### src/rtl/fs4_pkg.sv
package fs4_pkg;

    typedef logic [1:0] fs_t;

    localparam fs_t FS_0 = 2'b00;
    localparam fs_t FS_1 = 2'b01;
    localparam fs_t FS_Z = 2'b10;
    localparam fs_t FS_X = 2'b11;

    typedef enum logic [3:0] {
        OP_AND   = 4'd0,
        OP_NAND  = 4'd1,
        OP_OR    = 4'd2,
        OP_NOR   = 4'd3,
        OP_XOR   = 4'd4,
        OP_XNOR  = 4'd5,
        OP_INV   = 4'd6,
        OP_BLEND = 4'd7,
        OP_ORR   = 4'd8,
        OP_NORR  = 4'd9
    } op_e;

    // A code is a plain logic level when its upper bit is clear.
    function automatic logic fs_known(input fs_t v);
        return ~v[1];
    endfunction

    function automatic fs_t fs_not(input fs_t v);
        return fs_known(v) ? {1'b0, ~v[0]} : FS_X;
    endfunction

    function automatic fs_t fs_and(input fs_t l, input fs_t r);
        if (l == FS_0 || r == FS_0) return FS_0;
        if (l == FS_1 && r == FS_1) return FS_1;
        return FS_X;
    endfunction

    function automatic fs_t fs_or(input fs_t l, input fs_t r);
        if (l == FS_1 || r == FS_1) return FS_1;
        if (l == FS_0 && r == FS_0) return FS_0;
        return FS_X;
    endfunction

    function automatic fs_t fs_xor(input fs_t l, input fs_t r);
        if (fs_known(l) && fs_known(r)) return {1'b0, l[0] ^ r[0]};
        return FS_X;
    endfunction

    function automatic fs_t fs_blend(input fs_t l, input fs_t r);
        return (l == r) ? l : FS_X;
    endfunction

endpackage

### src/rtl/fs_lane.sv
module fs_lane
    import fs4_pkg::*;
(
    input  logic [3:0] op_i,
    input  fs_t        a_i,
    input  fs_t        b_i,
    output fs_t        y_o
);
    always_comb begin
        unique case (op_i)
            OP_AND:   y_o = fs_and(a_i, b_i);
            OP_NAND:  y_o = fs_not(fs_and(a_i, b_i));
            OP_OR:    y_o = fs_or(a_i, b_i);
            OP_NOR:   y_o = fs_not(fs_or(a_i, b_i));
            OP_XOR:   y_o = fs_xor(a_i, b_i);
            OP_XNOR:  y_o = fs_not(fs_xor(a_i, b_i));
            OP_INV:   y_o = fs_not(a_i);
            OP_BLEND: y_o = fs_blend(a_i, b_i);
            default:  y_o = FS_X;
        endcase
    end
endmodule

### src/rtl/fs_or_fold.sv
module fs_or_fold
    import fs4_pkg::*;
#(
    parameter int W = 8
) (
    input  logic [2*W-1:0] src_i,
    output fs_t            fold_o
);
    always_comb begin
        fold_o = FS_0;
        for (int i = 0; i < W; i++) begin
            fold_o = fs_or(fold_o, src_i[2*i +: 2]);
        end
    end
endmodule

### src/rtl/fs_logic_unit.sv
module fs_logic_unit
    import fs4_pkg::*;
#(
    parameter int W = 8,
    localparam int PW = (W > 1) ? $clog2(W) : 1,
    localparam int VW = 2 * W
) (
    input  logic          clk,
    input  logic          rst_n,
    input  logic [3:0]    op_i,
    input  logic [VW-1:0] a_i,
    input  logic [VW-1:0] b_i,
    input  logic [PW-1:0] pos_i,
    output logic [VW-1:0] y_o,
    output logic [1:0]    r_o
);
    typedef struct packed {
        logic [VW-1:0] vec;
        fs_t           red;
    } out_s;

    out_s out_d, out_q;

    logic [VW-1:0] lane_y;
    fs_t           fold;

    for (genvar g = 0; g < W; g++) begin : g_lane
        fs_lane u_lane (
            .op_i (op_i),
            .a_i  (a_i[2*g +: 2]),
            .b_i  (b_i[2*g +: 2]),
            .y_o  (lane_y[2*g +: 2])
        );
    end

    fs_or_fold #(.W(W)) u_fold (
        .src_i  (b_i),
        .fold_o (fold)
    );

    always_comb begin
        out_d = '0;
        if (op_i == OP_ORR || op_i == OP_NORR) begin
            out_d.red = (op_i == OP_NORR) ? fs_not(fold) : fold;
            out_d.vec = b_i;
            for (int i = 0; i < W; i++) begin
                if (PW'(i) == pos_i) out_d.vec[2*i +: 2] = out_d.red;
            end
        end else begin
            out_d.vec = lane_y;
            out_d.red = FS_X;
        end
    end

    always_ff @(posedge clk or negedge rst_n) begin
        if (!rst_n) out_q <= '0;
        else        out_q <= out_d;
    end

    assign y_o = out_q.vec;
    assign r_o = out_q.red;
endmodule

### config.mk
export PLATFORM = sky130hd
export DESIGN_NAME = fs_logic_unit
export DESIGN_NICKNAME = d
export VERILOG_FILES = /design/src/rtl/fs4_pkg.sv /design/src/rtl/fs_lane.sv /design/src/rtl/fs_or_fold.sv /design/src/rtl/fs_logic_unit.sv
export SDC_FILE = /design/constraint.sdc
export NUM_CORES = 1
export LEC_CHECK = 0
export BUFFER_PORTS_ARGS = -buffer_cell sky130_fd_sc_hd__buf_2
export CAP_MARGIN = 20
export CORE_ASPECT_RATIO = 0.5
export CORE_MARGIN = 8
export CORE_UTILIZATION = 45
export CTS_CLUSTER_SIZE = 30
export DETAILED_ROUTE_END_ITERATION = 10
export GPL_ROUTABILITY_DRIVEN = 0
export GPL_TIMING_DRIVEN = 0
export MAX_ROUTING_LAYER = met4
export PLACE_DENSITY_LB_ADDON = 0.08
export RECOVER_POWER = 25
export SYNTH_ARGS = -nofsm -noshare
export SYNTH_HDL_FRONTEND = slang
export SYNTH_SLANG_ARGS = --single-unit
export TNS_END_PERCENT = 100
### constraint.sdc
create_clock -name clk -period 0.8 [get_ports clk]
set_input_delay 0.08 -clock clk [delete_from_list [all_inputs] [get_ports clk]]
set_output_delay 0.08 -clock clk [all_outputs]
set_load 0.1 [all_outputs]
# Yosys cells after proc, flatten, opt, wreduce, memory -nomap -nowiden
# Index checks and enable logic that the tools add are counted.
[classes]
eq_ne = 47
muxes = 411
bitwise_logic = 57
reduce_logical = 80
[ops]
columns = ["operator", "count"]
rows = [
  ["$mux W2", 226],
  ["$mux W1", 176],
  ["$pmux W2 S8", 8],
  ["$not A1 Y1", 49],
  ["$eq A2 B1 Y1 const B", 23],
  ["$logic_not A2 Y1", 23],
  ["$logic_and A1 B1 Y1", 31],
  ["$logic_or A1 B1 Y1", 24],
  ["$mux W18", 1],
  ["$eq A2 B2 Y1", 8],
  ["$eq A4 B3 Y1 const B", 4],
  ["$eq A3 B3 Y1 const A", 4],
  ["$eq A4 B2 Y1 const B", 2],
  ["$eq A4 B4 Y1 const B", 2],
  ["$xor A1 B1 Y1", 8],
  ["$eq A2 B3 Y1 const A", 2],
  ["$eq A4 B1 Y1 const B", 1],
  ["$logic_not A4 Y1", 1],
  ["$eq A1 B3 Y1 const A", 1],
  ["$logic_not A3 Y1", 1],
]
[word_totals]
register_bits = 18
wordCells = 597

# Depth between registers and ports, before layout
# Gate-level depths: netlist of the first run.
[logic_depth]
word_depth = 52
ltp_mapped = 8

# Cells and area by module
# Synthesis of the first run repeated with hierarchy kept, for this count alone.
[hier_totals]
hier_cells = 334
area_unflattened_um2 = 2578.7
[by_module_without_submodules]
columns = ["module", "instances", "cells_per_inst", "area_per_inst_um2", "seq_area_each_um2"]
rows = [
  ["fs_lane", 8, 29, 197.7, 0.0],
  ["fs_logic_unit", 1, 85, 894.6, 450.4],
  ["fs_or_fold", 1, 17, 102.6, 0.0],
]

# Least setup slack after synthesis of the first run
# Ideal clock, no wire load.
[synth_path]
path_kind = "input to register"
startpoint = "input a_i[7]"
endpoint = "register out_q, in the netlist y_o[6]"
setup_ns = 0.141
arrival_ns = 1.395
t_required_ns = 0.659
path_slack_ns = -0.736
path_stages = 8
cell_sequence = "clkbuf_1 -> inv_1 -> ha_1 -> or3_1 -> o22ai_1 -> o22ai_1 -> nor4_1 -> a211oi_1"
[synth_rtl]
columns = ["element", "line_no", "source"]
rows = [
  ["start, declared", "fs_logic_unit.sv:11", "input logic [VW-1:0] a_i,"],
  ["end signal, assigned", "fs_logic_unit.sv:57", "else out_q <= out_d;"],
  ["end, declared", "fs_logic_unit.sv:22", "out_s out_d, out_q;"],
]

==> results of run 1 <==
-- through the flow --
| step | cells | util [%] | hold slack (ns) |
|---|---|---|---|
| 3_5_place_dp | 493 | 58.1 | 0.0201 |
| 6_report | 535 | 83.3 | 0.194 |
| 2_1_floorplan | 376 | - | -0.216 |
| 3_3_place_gp | 493 | 58.1 | 0.00709 |
| 5_1_grt | 535 | 83.3 | 0.220 |
| 4_1_cts | 521 | 74.5 | 0.163 |
-- cell usage after synthesis (9+ instances only) --
cell,count
nor4_1,10
nor2b_1,20
nor3_1,18
inv_1,25
buf_2,17
nor2_1,28
clkbuf_1,15
a31oi_1,11
dfrtp_1,18
o22ai_1,9
nand2_1,21
a21oi_1,27
o21ai_0,30
-- final timing paths --
path / from / to / slack [ns] / cells past startpoint
max: b_i[7] / y_o[6] / -0.54 / 8
min: b_i[7] / y_o[7] / 0.19 / 3
max in group asynchronous: rst_n / y_o[15] / 0.19 / 2
min in group asynchronous: rst_n / y_o[9] / 0.30 / 2
-- critical path, delay by kind of cell --
kind	cells	cell delay [ns]
adders and majority gates	1	0.20
AOI/OAI and AO/OA	3	0.37
buffers and inverters	2	0.18
and+or+nand+nor	2	0.61
-- logic make-up after synthesis --
logic type,after synthesis,synth area share (%)
compound gates,130,32.8
xor+xnor,13,4.31
fa+ha+maj,11,4.93
buf+inv,60,9.76
flops,18,17.1
simple gates,144,31.1
-- final cells by class --
type / instances / area [um^2]
fill: 305 / 927
tap: 73 / 91.3
inverter: 25 / 135
clock buffer: 4 / 78.8
timing repair buffer: 84 / 912
sequential: 18 / 472
multi-input combinational: 298 / 2530
buffer: 33 / 414
-- flip-flops by register name (all words and copies together) (netlist names) --
register	count
y_o	16
r_o	2
-- report_power, final --
group,internal [W],switching [W],total (W)
clock network,0.000672,0.000275,0.000947
logic,0.00127,0.00188,0.00315
registers,0.00102,0.0000611,0.00108
-- what timing repair did --
item	in CTS	in global routing
buffers inserted	24	12
hold buffers	1	0
gates cloned	1	2
resized for setup	168	77
setup endpoints to repair	36	36
hold endpoints to repair	18	0
pin swaps	29	22
-- layer usage --
metal,vias to the layer above,share of wire (%),track usage [%]
li1,1589,-,-
met1,1714,40,32.5
met2,320,42,37.1
met3,92,14,5.57
met4,0,4.2,7.02
met5,-,0,-
==> results_dict.tcl, run 1 <==
set metrics [dict create \
    yosysTopAreaCellShare_pct 17.1 \
    seq_area_frac_synth_pct 17.1 \
    remaining_drc_errors 0 \
    grt_pass1_vias 3385 \
    critical_path.slowest_cell "or3_1" \
    antenna_cells 0 \
    setup_tns_ns -9.70 \
    drive_above_1_share_pct 49.4 \
    wl_per_cell_um 22.5 \
    layout_min_cycle_time_ns 1.34 \
    setup_viol 36 \
    cp_max_fo 6 \
    grt_setup_unrepaired "yes" \
    slowest_delay_ns 0.34 \
    die-area_mm2 0.00873 \
    track_usage_pct 24.7 \
    port_buffers 44 \
    synthArstFlopShare_pct 100 \
    wirelength_um 12000 \
    post_drt_via_cell_ratio 6.94 \
    worstPathRequired_ns 0.90 \
    worst_setup_path_end_kind "flip-flop" \
    cts_tree "yes" \
    gr-total-overflow 0 \
    violations "negative setup slack" \
    pre_cts_ws_ns -1.35 \
    setup_ws_ns -0.543 \
    netlist_area_mm2 0.00264 \
    power.leakage_nw 1.77 \
    clk_pin_slew_ns 0.04 \
    syn2layout_area_growth_pct 75.5 \
    avgSynthCellArea_um2 7.02 \
    placed_area_mm2 0.00323 \
    relSlewSlack_pct 63.4 \
    ir_worst_vdd_v 0.00261 \
    final_nets 512 \
    cts_max_level 1 \
    worst-endpoint-arrival_ns 1.45 \
    status "finished, violations left" \
    die_w_um 124 \
    synthCells 376 \
    synth_ff_type "dfrtp_1" \
    core-area_mm2 0.00556 \
    layout_common_cells "buf_4, nor2_1, a21oi_1" \
    period_share_pct 168 \
    synth_edf_count 0 \
    final_common_cell "buf_4" \
    cts.sinks 18 \
    ant_nets 0 \
    finalMaxSlewViolations 0 \
    synthTopCellsByArea "dfrtp_1, o21ai_0, a21oi_1" \
    start_util_pct 47.5 \
    postLayoutCellArea_mm2 0.00464 \
    grt_max_degree 19 \
    ios 59 \
    cts_buffers 3 \
    start_kind "input port" \
    critical_path_class "in2reg" \
    synth_cell_types 58 \
    grt_pass1_wl_um 17600 \
    path_cells "buf_12 -> inv_4 -> ha_4 -> or3_1 -> o22ai_1 -> o22ai_1 -> nor4_4 -> a211oi_2" \
    cap_violations 0 \
    tightest_slew_ns 0.546 \
    antenna_found_initial 0 \
    synth-seq-cells 18 \
    drtPass1Iterations 8 \
    synth_fp_nets 425 \
    cts_root_buffer "clkbuf_16" \
    power.total_w 0.00517 \
    synth_largest_area_cell "dfrtp_1" \
    dp_hpwl_um 7740 \
    row_count 19 \
    timing_hold_violations_final 0 \
    fmaxAchievable_mhz 745 \
    hp-class "in2reg" \
    die_y_um 70.2 \
    drtIter0Drc 654 \
    power-per-cell-area_mw_per_mm2 1120 \
    crit_path_frequent_cell "o22ai_1" \
    cts_buffer_depth 2 \
    yosys_warnings 0 \
    vias 3715 \
]
(Power assumes the default switching activity.)
==> run 2: changes to the inputs <==
--- a/config.mk
+++ b/config.mk
@@ -6,10 +6,10 @@
 export NUM_CORES = 1
 export LEC_CHECK = 0
 export BUFFER_PORTS_ARGS = -buffer_cell sky130_fd_sc_hd__buf_2
-export CAP_MARGIN = 20
 export CORE_ASPECT_RATIO = 0.5
 export CORE_MARGIN = 8
 export CORE_UTILIZATION = 45
+export CTS_BUF_LIST = sky130_fd_sc_hd__clkbuf_4
 export CTS_CLUSTER_SIZE = 30
 export DETAILED_ROUTE_END_ITERATION = 10
 export GPL_ROUTABILITY_DRIVEN = 0
==> results_dict.tcl, run 2 (synthesis results as in run 1) <==
set metrics [dict create \
    period_share_pct 175 \
    ir_worst_vdd_v 0.00174 \
    syn2layout_area_growth_pct 73.8 \
    ant_nets 0 \
    n_fill_cell 313 \
    final_common_cell "buf_4" \
    setup_ws_ns -0.601 \
    violations "negative setup slack" \
    tightest_slew_ns 0.528 \
    core-area_mm2 0.00556 \
    timing_hold_violations_final 0 \
    cp_max_fo 6 \
    cts_buffers 3 \
    track_usage_pct 24.8 \
    clk_pin_slew_ns 0.09 \
    cts_buffer_depth 2 \
    hold_ws_ns 0.134 \
    combPwrFrac_pct 67.4 \
    gr-total-overflow 0 \
    p_int_w 0.00250 \
    worst_setup_path_end_kind "flip-flop" \
    antenna_found_initial 0 \
    dp_cells 493 \
    power.leakage_nw 1.75 \
    worstPathRequired_ns 0.94 \
    cap_violations 0 \
    drtIter0Drc 648 \
    hp-class "in2reg" \
    remaining_drc_errors 0 \
    final_nets 511 \
    multi_input_area_mm2 0.00253 \
    finalNonFillerCells 534 \
    die_w_um 124 \
    holdPathStages 3 \
    start_util_pct 47.5 \
    largest_reg_flops 16 \
    row_count 19 \
    start_kind "input port" \
    switching_share_pct 46.5 \
    regArea_um2 472 \
    die_y_um 70.2 \
    power.total_w 0.00467 \
    grt_setup_unrepaired "yes" \
    dp_hpwl_um 7740 \
    p_seq_share_pct 22.9 \
    cts_max_level 1 \
    pwr-share-clk_pct 9.8 \
    vias 3720 \
    relSlewSlack_pct 64.5 \
    status "finished, violations left" \
    worst-endpoint-arrival_ns 1.54 \
    finalMaxSlewViolations 0 \
    cts.sinks 18 \
    setup_viol 36 \
    fmaxAchievable_mhz 714 \
    grt_pass1_wl_um 17700 \
    post_drt_via_cell_ratio 6.97 \
    die-area_mm2 0.00873 \
    cts_root_buffer "clkbuf_4" \
    antenna_cells 0 \
    critical_path_class "in2reg" \
    port_buffers 44 \
    cts_tree "yes" \
    wirelength_um 12100 \
    wl_per_cell_um 22.6 \
    layout_min_cycle_time_ns 1.40 \
    drtPass1Iterations 7 \
    ios 59 \
    grt_pass1_vias 3378 \
    drive_above_1_share_pct 49.2 \
    power-per-cell-area_mw_per_mm2 1020 \
    p_sw_w 0.00217 \
    grt_max_degree 19 \
    layout_common_cells "buf_4, nor2_1, a21oi_1" \
]
## run 2: worst paths after layout
kind	startpoint	slack [ns]	end
max	b_i[7]	-0.60	y_o[6]
min	b_i[11]	0.13	y_o[11]
max in group asynchronous	rst_n	0.22	y_o[15]
min in group asynchronous	rst_n	0.26	r_o[1]
## run 2: area by class of cell
type / count / area share, %
plain buffers: 33 / 9.32
clock buffers: 4 / 0.654
inverters: 25 / 2.97
multi-input cells: 298 / 55.2
flip-flops and latches: 18 / 10.3
well taps: 73 / 1.99
repair buffers: 83 / 19.6
## run 2: stage by stage
stage                     area (um^2)  worst slack [ns]  TNS [ns]  util, %
after CTS                        4110            -0.508     -8.98     74.0
after global placement           3230             -1.32    -17.37     58.1
after floorplan                  2920            -0.609     -7.96        -
after detailed placement         3230             -1.35    -17.66     58.1
after global routing             4590            -0.569    -11.24     82.5
final                            4590            -0.601    -10.19     82.5
## run 2: power by group through the flow
stage          registers, W  clock network (W)  logic [W]
6_report            0.00107           0.000456    0.00314
5_1_grt             0.00107           0.000527    0.00325
4_1_cts             0.00106           0.000482    0.00272
3_5_place_dp        0.00105                  0    0.00219
3_3_place_gp        0.00104                  0    0.00215
2_1_floorplan       0.00172                  0   0.000966
## run 2: critical path, stage by stage
cell      delay [ns]
buf_12          0.11
inv_6           0.04
ha_4            0.23
or3_1           0.34
o22ai_1         0.16
o22ai_1         0.12
nor4_2          0.35
a211oi_1        0.11
## run 2: metal layers
layer | routed length (um) | global-route usage [%] | up-vias
met5 | 0 | - | -
met3 | 1660 | 5.50 | 74
met1 | 4850 | 32.3 | 1723
li1 | - | - | 1597
met2 | 5130 | 37.3 | 326
met4 | 433 | 8.34 | 0
## run 2: repair_timing
| item | CTS | global route |
|---|---|---|
| hold buffers | 1 | 0 |
| gates cloned | 1 | 2 |
| setup buffers | 24 | 11 |
| pin swaps | 32 | 19 |
| setup endpoints to repair | 36 | 36 |
| gates resized for setup | 175 | 75 |
| hold endpoints to repair | 18 | 0 |
==> run 3: changes to the inputs <==
--- a/config.mk
+++ b/config.mk
@@ -9,14 +9,12 @@
 export CORE_ASPECT_RATIO = 0.5
 export CORE_MARGIN = 8
 export CORE_UTILIZATION = 45
-export CTS_BUF_LIST = sky130_fd_sc_hd__clkbuf_4
 export CTS_CLUSTER_SIZE = 30
 export DETAILED_ROUTE_END_ITERATION = 10
 export GPL_ROUTABILITY_DRIVEN = 0
 export GPL_TIMING_DRIVEN = 0
 export MAX_ROUTING_LAYER = met4
 export PLACE_DENSITY_LB_ADDON = 0.08
-export RECOVER_POWER = 25
 export SYNTH_ARGS = -nofsm -noshare
 export SYNTH_HDL_FRONTEND = slang
 export SYNTH_SLANG_ARGS = --single-unit
==> results_dict.tcl, run 3 (synthesis results as in run 1) <==
set metrics [dict create \
    antenna_found_initial 0 \
    worstPathRequired_ns 0.91 \
    wl_per_cell_um 22.6 \
    final_nets 512 \
    tightest_slew_ns 0.537 \
    power-per-cell-area_mw_per_mm2 1120 \
    hp-class "in2reg" \
    final_common_cell "buf_4" \
    violations "negative setup slack" \
    period_share_pct 170 \
    clk_pin_slew_ns 0.05 \
    worst_setup_path_end_kind "flip-flop" \
    wirelength_um 12100 \
    status "finished, violations left" \
    setup_ws_ns -0.558 \
    layout_min_cycle_time_ns 1.36 \
    drtIter0Drc 654 \
    finalMaxSlewViolations 0 \
    cts.sinks 18 \
    layout_common_cells "buf_4, nor2_1, a21oi_1" \
    track_usage_pct 24.7 \
    ir_worst_vdd_v 0.00261 \
    die_y_um 70.2 \
    placed_area_mm2 0.00323 \
    power.leakage_nw 1.77 \
    drive_above_1_share_pct 49.4 \
    grt_pass1_wl_um 17600 \
    die_w_um 124 \
    holdPathEnd "y_o[7]" \
    relSlewSlack_pct 64.0 \
    cp_max_fo 10 \
    ios 59 \
    vias 3721 \
    start_kind "input port" \
    cts_buffer_depth 2 \
    cts_root_buffer "clkbuf_16" \
    grt_pass1_vias 3385 \
    postLayoutCellArea_mm2 0.00464 \
    grt_setup_unrepaired "yes" \
    regArea_um2 472 \
    holdPathStages 3 \
    critical_path_class "in2reg" \
    grt_max_degree 19 \
    cap_violations 0 \
    port_buffers 44 \
    remaining_drc_errors 0 \
    setup_viol 36 \
    ant_nets 0 \
    row_count 19 \
    cts_buffers 3 \
    cts_tree "yes" \
    dp_hpwl_um 7740 \
    gr-total-overflow 0 \
    cts_max_level 1 \
    fmaxAchievable_mhz 736 \
    power.total_w 0.00518 \
    multi_input_area_mm2 0.00253 \
    timing_hold_violations_final 0 \
    start_util_pct 47.5 \
    pre_cts_ws_ns -1.35 \
    die-area_mm2 0.00873 \
    worst-endpoint-arrival_ns 1.46 \
    core-area_mm2 0.00556 \
    largest_reg_flops 16 \
    final_util_pct 83.3 \
    drtPass1Iterations 7 \
    min-delay-start "b_i[7]" \
    antenna_cells 0 \
    n_fill_cell 305 \
    post_drt_via_cell_ratio 6.96 \
    syn2layout_area_growth_pct 75.5 \
]
==> run 3: cell count changes in the layout (fill, tap and decap cells not counted), moves of 2 or more <==
cell / previous run / this run
clkbuf_16: 3 / 6
buf_2: 9 / 13
buf_8: 17 / 20
buf_6: 24 / 17
clkbuf_8: 3 / 1
buf_4: 32 / 35
inv_6: 2 / 0
inv_4: 3 / 5
a31oi_1: 7 / 9
clkbuf_4: 6 / 3
nor4_4: 3 / 5
clkbuf_2: 4 / 2
==> run 3: timing repair <==
action                                 in CTS  in global routing
setup endpoints to repair                  36                 36
resized for setup                         168                 77
setup buffers                              24                 12
cloned                                      1                  2
hold buffers                                1                  0
pin swaps                                  29                 22
endpoints found under the hold margin      18                  0
==> run 3: worst max-delay path, cell delays in order <==
cell      delay, ns
buf_2          0.12
buf_8          0.15
clkbuf_8       0.19
and2_1         0.17
o22ai_1        0.25
nor4bb_4       0.39
a31oi_1        0.10
==> run 3: power by group <==
group	total, W	leakage, nW	switching (W)	internal, W
Combinational	0.00315	1.55	0.00189	0.00127
Sequential	0.00108	0.177	0.0000611	0.00102
Clock	0.000947	0.0382	0.000275	0.000672
==> run 3: worst max path at each step <==
stage / cells after the start / startpoint / endpoint / slack, ns
2_1_floorplan: 8 / a_i[7] / y_o[6] / -0.61
3_3_place_gp: 6 / op_i[0] / y_o[7] / -1.32
3_5_place_dp: 6 / op_i[0] / y_o[7] / -1.35
4_1_cts: 8 / b_i[7] / y_o[6] / -0.56
5_1_grt: 8 / a_i[7] / y_o[6] / -0.57
6_report: 7 / op_i[2] / y_o[10] / -0.56
==> run 3: metrics by stage <==
step	instances	hold slack (ns)	setup TNS (ns)
4_1_cts	521	0.163	-9.00
3_3_place_gp	493	0.00709	-17.37
3_5_place_dp	493	0.0201	-17.66
2_1_floorplan	376	-0.216	-7.96
6_report	535	0.195	-9.79
5_1_grt	535	0.220	-10.81
==> run 3: metal layers <==
| layer | global-route usage, % | vias to the layer above | wire (um) |
|---|---|---|---|
| li1 | - | 1590 | - |
| met1 | 32.5 | 1723 | 4720 |
| met2 | 37.1 | 319 | 5100 |
| met3 | 5.57 | 89 | 1730 |
| met4 | 7.02 | 0 | 529 |
| met5 | - | - | 0 |
==> run 3: area by class of cell <==
class	instances	area share [%]
sequential	18	10.2
buffer	33	8.93
inverter	25	2.91
tap	73	1.97
multi-input combinational	298	54.6
clock buffer	4	1.70
timing repair buffer	84	19.7
